===== src/rtl/fault_insn_capture.sv =====
module fault_insn_capture #(
  parameter int XLEN     = 32,
  parameter int CAUSE_W  = 5,
  parameter int REG_W    = 5,
  parameter int SEL_W    = 3,
  parameter int HOME_REG = 8,
  parameter logic [(1<<CAUSE_W)-1:0] ALWAYS_MASK = 'h0008_BF28,
  parameter logic [(1<<CAUSE_W)-1:0] COND_MASK   = 'h0000_0016
) (
  input  logic               clk,
  input  logic               rst_n,
  input  logic               exc_valid,
  input  logic [CAUSE_W-1:0] exc_cause,
  input  logic               insn_avail,
  input  logic               in_delay_slot,
  input  logic               exl,
  input  logic               compact_mode,
  input  logic [XLEN-1:0]    fault_word,
  input  logic [XLEN-1:0]    prior_word,
  input  logic               cfg_fault_en,
  input  logic               cfg_prior_en,
  input  logic [REG_W-1:0]   acc_reg,
  input  logic [SEL_W-1:0]   acc_sel,
  input  logic               rd_en,
  input  logic               wr_en,
  output logic [XLEN-1:0]    rd_data,
  output logic               rd_unimpl,
  output logic               acc_illegal
);
  localparam logic [REG_W-1:0] HOME = REG_W'(HOME_REG);
  localparam logic [SEL_W-1:0] SEL_FAULT = SEL_W'(1);
  localparam logic [SEL_W-1:0] SEL_PRIOR = SEL_W'(2);

  logic [XLEN-1:0] fault_q, prior_q;

  wire want = ALWAYS_MASK[exc_cause] | (COND_MASK[exc_cause] & insn_avail);
  wire take = exc_valid & ~exl & ~compact_mode & want;

  always_ff @(posedge clk) begin
    if (!rst_n) begin
      fault_q <= '0;
      prior_q <= '0;
    end else if (take) begin
      if (cfg_fault_en) fault_q <= fault_word;
      if (cfg_prior_en && in_delay_slot) prior_q <= prior_word;
    end
  end

  wire home   = acc_reg == HOME;
  wire at_flt = home && acc_sel == SEL_FAULT;
  wire at_pri = home && acc_sel == SEL_PRIOR;

  always_comb begin
    rd_data = '0;
    if (rd_en && at_flt && cfg_fault_en) rd_data = fault_q;
    if (rd_en && at_pri && cfg_prior_en) rd_data = prior_q;
  end

  assign rd_unimpl   = rd_en && ((at_flt && !cfg_fault_en) || (at_pri && !cfg_prior_en));
  assign acc_illegal = (rd_en || wr_en) && home && acc_sel > SEL_PRIOR;
endmodule



===== config.mk =====
export PLATFORM = sky130hd
export DESIGN_NAME = fault_insn_capture
export DESIGN_NICKNAME = d
export VERILOG_FILES = /design/src/rtl/fault_insn_capture.sv
export SDC_FILE = /design/constraint.sdc
export NUM_CORES = 1
export LEC_CHECK = 0
export BUFFER_PORTS_ARGS = -buffer_cell sky130_fd_sc_hd__buf_2
export CORE_UTILIZATION = 30
export DETAILED_ROUTE_END_ITERATION = 6
export GPL_TIMING_DRIVEN = 0
export PLACE_DENSITY = 0.63
export SYNTH_ARGS = -nofsm -noshare
export SYNTH_HDL_FRONTEND = slang
export SYNTH_SLANG_ARGS = --single-unit

===== constraint.sdc =====
create_clock -name clk -period 2.5 [get_ports clk]
set_input_delay 0.25 -clock clk [delete_from_list [all_inputs] [get_ports clk]]
set_output_delay 0.25 -clock clk [all_outputs]
set_load 0.01 [all_outputs]

==> out/metrics.cfg, run 1 <==
[setup_path]
critPathTopFamily=simple AND/OR/NAND/NOR gates
critPathKind=in -> out
worstPathCellList=buf_2 > or4b_4 > nor4b_2 > and4b_1 > buf_6 > buf_6 > a22o_1 > buf_2
cp_max_fo=10
cp_slowest_cell=or4b_4
start_kind=input port
cp.required_ns=2.25
max_stage_delay_ns=0.53
r2r_slack_ns=1.87
critPathArrivalTime_ns=2.04
path_buf_inv=4
crit_path_end_kind=output pin

[place]
place.gp.congestion=0.7815
hpwl_um=6318
portBuffers=120

[finish]
synthToLayoutAreaGrowth_pct=29.46
drive_gt1_share_pct=31.24
fin_nets=567
fin_util_pct=40.46
diodes=0

[timing]
rsz0062_at_grt=no
setup_viol=0
final_max_slew_viol_count=0
worst_slew_pin_slew_ns=0.5678
hold_viol_final=0
min_period_ns=2.291
final.period_utilization_pct=91.65
max_freq_ghz=0.4365
skew_ns=0
setup_tns_ns=0
max-slew-margin-rel_pct=61.98

[power_and_ir_drop]
p_leak_uw=0.001961
p_int_uw=1445
seqPwrFrac_pct=54.2
powerDensity_nw_per_um2=475.8
swShare_pct=23.88
p_sw_uw=453.5
combPwrFrac_pct=9.0
peakVddDrop_mv=0.1919
clkPwrFrac_pct=36.8

[grt]
grt_overflow_total=0
globalRouteMet2Util_pct=27.71
globalRouteMet3Util_pct=4.503
grtUsageTotal_pct=16.35
antenna_found_initial=0
grt_max_degree=11
grt-busiest-layer=met2
grt_pass1_wl_um=13110
grt_pass1_vias=2721
grtUsageMet1_pct=20.26

[clock_network]
clockBufferDepth=2
clk_latency_ns=0.33
clkSinkCount=64
postCtsSetupBuffers=0
clkSlewWorstSetupHoldPaths_ns=0.06
cts_tree=built
cts_hold_buf=0
cts-resized-gates=0
numCtsBuffers=9
clockRootBuffer=clkbuf_8
h-tree-depth=3

[die]
die-area_um2=10690
num_rows=36
fp.dieW_um=103.4
initial_utilization_pct=31.25
io_pins=122
coreArea_um2=9864
dieHeight_um=103.4

[synth]
synth.area.top_cells=dfxtp_1 42%, mux2i_1 21%, nand2_1 16%, a22o_1 9.1%, buf_6 2.6%
synth_top_cell_area_share_pct=41.56
synth_edf_count=0
async_reset_ff_share_pct=0
ys_warn_count=0
synth_most_common_cell=nand2_1
synth-seq-cells=64
ys_seq_area_share_pct=41.56
syn_area_per_cell_um2=8.962
syn_inst=344
synth_commonest_cells=128 x nand2_1, 64 x dfxtp_1, 64 x mux2i_1
syn_nets=436
ys_types=24
syn-cell-area_um2=3083
synthFlopType=dfxtp_1
synth_area_leader_cell=dfxtp_1

[route]
drt-pass1-iter-count=4
first_iter_violations=68
antenna_left=0
drc=0
post_drt_wl_per_cell_um=13.57
viasPerCell=4.546
wl_um=8277
via_count=2773

[outcome]
status=complete, no violations

[min_path]
hp-class=in -> reg

[job]
maxCapViolCount=0

[worst paths after layout]
check,startpoint,to,cells after the start
hold reg to reg,fault_q[15]$_SDFFE_PN0P_,fault_q[15]$_SDFFE_PN0P_,2
hold / removal,fault_word[8],fault_q[8]$_SDFFE_PN0P_,3
setup reg to reg,prior_q[5]$_SDFFE_PN0P_,prior_q[5]$_SDFFE_PN0P_,2
setup / recovery,acc_reg[4],rd_data[20],8
[worst register-to-register path: cells and delay by family, from the launching register on]
family           cells  cell delay (ns)
AND/OR/NAND/NOR      1             0.06
flip-flops           1             0.35
multiplexers         1             0.15
[metal layers]
layer	vias to the layer above	wire, um
li1	1425	-
met1	1271	3883
met2	68	3927
met3	9	372
met4	0	93
met5	-	0
[registers in the layout, indices dropped and copies added, names as in the netlist]
| register | flops |
|---|---|
| fault_q | 32 |
| prior_q | 32 |
[cell families after synthesis]
logic type                 count (synthesis)  share of synthesized area, %
DFF                                       64                         41.56
muxes                                     64                         20.78
adders and majority gates                  4                         1.623
AOI/OAI and AO/OA                         41                         11.32
buffers and inverters                     32                         6.250
and+or+nand+nor                          139                         18.47
[power groups by stage]
stage	clock network, uW	registers (uW)	logic [uW]
2_1_floorplan	0	1050	74.8
3_3_place_gp	0	1050	168
3_5_place_dp	0	1050	172
4_1_cts	732	1030	173
5_1_grt	772	1030	194
6_report	699	1030	170
[through the flow]
step	std cells	worst slack (ns)	hold WS (ns)	total power, uW	area (um^2)
CTS	610	0.1941	0.1348	1934	3991
global route	610	0.1009	0.1386	1995	3991
floorplan	344	0.5510	0.3888	1126	3083
detailed placement	597	0.2069	0.4531	1224	3850
finish	610	0.2088	0.1540	1899	3991
global placement	597	0.2276	0.4437	1220	3850
[final cells by class]
type                    count  area (um^2)
clock buffers              11        131.4
fillers                  1029         5873
inverters                   3        11.26
plain buffers              29        181.4
clock inverters             2        10.01
well taps                 133        166.4
multi-input cells         248         1609
flip-flops and latches     64         1281
repair buffers            120        600.6
[layout by cell type (no fill, tap or decap), drive strengths merged, types with 2 or more instances in the layout]
cell type  count
nor2           2
and4b          2
mux2i         64
clkbuf        25
nand2        128
a22o          32
inv            3
a21oi          4
dfxtp         64
ha             4
a211oi         2
buf          135
clkinv         2
No activity file was read; power rests on OpenSTA's default activity.
==> run 2: changes to the inputs <==
--- a/config.mk
+++ b/config.mk
@@ -6,10 +6,12 @@
 export NUM_CORES = 1
 export LEC_CHECK = 0
 export BUFFER_PORTS_ARGS = -buffer_cell sky130_fd_sc_hd__buf_2
+export CELL_PAD_IN_SITES_DETAIL_PLACEMENT = 1
+export CELL_PAD_IN_SITES_GLOBAL_PLACEMENT = 1
 export CORE_UTILIZATION = 30
 export DETAILED_ROUTE_END_ITERATION = 6
 export GPL_TIMING_DRIVEN = 0
-export PLACE_DENSITY = 0.63
+export PLACE_DENSITY = 0.79
 export SYNTH_ARGS = -nofsm -noshare
 export SYNTH_HDL_FRONTEND = slang
 export SYNTH_SLANG_ARGS = --single-unit
==> out/metrics.cfg, run 2 (synthesis results as in run 1) <==
[clock_network]
numCtsBuffers=9
clockBufferDepth=2
clk_latency_ns=0.32
cts_tree=built
postCtsSetupBuffers=0
clockRootBuffer=clkbuf_8
cts-resized-gates=0
h-tree-depth=3
cts_hold_buf=0
clkSinkCount=64
clkSlewWorstSetupHoldPaths_ns=0.07

[finish]
final_common_cell=nand2_1
fillCellCount=1227
diodes=0
synthToLayoutAreaGrowth_pct=31.33
final_area_um2=4049
drive_gt1_share_pct=31.67
final_cell_mix=128 x nand2_1, 124 x buf_2, 64 x mux2i_1, 64 x dfxtp_1, 32 x a22o_1
reg_top3=fault_q x32, prior_q x32
fin_nets=567
fin_util_pct=41.05

[die]
die-area_um2=10690
num_rows=36
coreArea_um2=9864
dieHeight_um=103.4
io_pins=122
initial_utilization_pct=31.25
fp.dieW_um=103.4

[grt]
grt_pass1_wl_um=14480
grt_overflow_total=0
grt_max_degree=11
grt_pass1_vias=2994
antenna_found_initial=0
grtUsageTotal_pct=18.12

[outcome]
status=complete, no violations

[power_and_ir_drop]
p_leak_uw=0.001990
powerDensity_nw_per_um2=520.1
peakVddDrop_mv=0.2705
power_uw=2106

[route]
post_drt_wl_per_cell_um=14.84
via_count=2802
antenna_left=0
drc=0
drt-pass1-iter-count=4
first_iter_violations=57
wl_um=9099
viasPerCell=4.571

[setup_path]
crit_path_end_kind=output pin
cp.required_ns=2.25
start_kind=input port
critPathArrivalTime_ns=2.12
cp_max_fo=10
critPathKind=in -> out

[place]
place.gp.congestion=0.7786
hpwl_um=7043
portBuffers=120
dpl-instance-area_um2=3850

[min_path]
hp-class=in -> reg

[job]
maxCapViolCount=0

[timing]
min_period_ns=2.374
hold_viol_final=0
whs_ns=0.1526
final.period_utilization_pct=94.95
setup_viol=0
worst_slew_pin_slew_ns=0.5770
max-slew-margin-rel_pct=61.36
setup_tns_ns=0
rsz0062_at_grt=no
max_freq_ghz=0.4213
skew_ns=0
final_max_slew_viol_count=0

## run 2: worst paths after layout
| check | start | to | slack (ns) | cells past startpoint |
|---|---|---|---|---|
| max | acc_reg[4] | rd_data[11] | 0.13 | 8 |
| min | fault_word[1] | fault_q[1]$_SDFFE_PN0P_ | 0.15 | 3 |
| max reg2reg | fault_q[27]$_SDFFE_PN0P_ | fault_q[27]$_SDFFE_PN0P_ | 1.85 | 2 |
| min reg2reg | fault_q[20]$_SDFFE_PN0P_ | fault_q[20]$_SDFFE_PN0P_ | 0.46 | 2 |
## run 2: stage by stage
step                      setup WS (ns)  std cells
after floorplan                  0.5510        344
after global placement           0.1894        597
after detailed placement         0.1419        597
after CTS                        0.1343        613
after global routing            0.04626        613
final                            0.1264        613
## run 2: worst max-delay path, cell delays in order
cell and delay, ns:
buf_2 0.10, or4b_4 0.54, nor4b_2 0.37, and4b_1 0.26, buf_4 0.16, buf_6 0.15, a22o_1 0.16, buf_2 0.13
## run 2: metal layers
metal  vias up  part of all wire [%]  GRT usage (%)
met4         0                  0.65          5.309
met1      1305                    45          21.68
met5         -                     0              0
met3         7                   3.1          3.763
li1       1427                     -              -
met2        63                    51          32.55
## run 2: final cells by class
cell class	count	area, um^2	area share (%)
multi-input cells	248	1609	39.74
flip-flops and latches	64	1281	31.64
repair buffers	120	600.6	14.83
plain buffers	29	181.4	4.481
well taps	133	166.4	4.110
clock buffers	13	158.9	3.925
clock inverters	3	40.04	0.9889
inverters	3	11.26	0.2781
## run 2: power breakdown
| part | switching (uW) | total (uW) | internal (uW) |
|---|---|---|---|
| registers | 3.31 | 1030 | 1030 |
| logic | 92.2 | 171 | 79.2 |
| clock network | 393 | 906 | 513 |
| total | 488 | 2110 | 1620 |
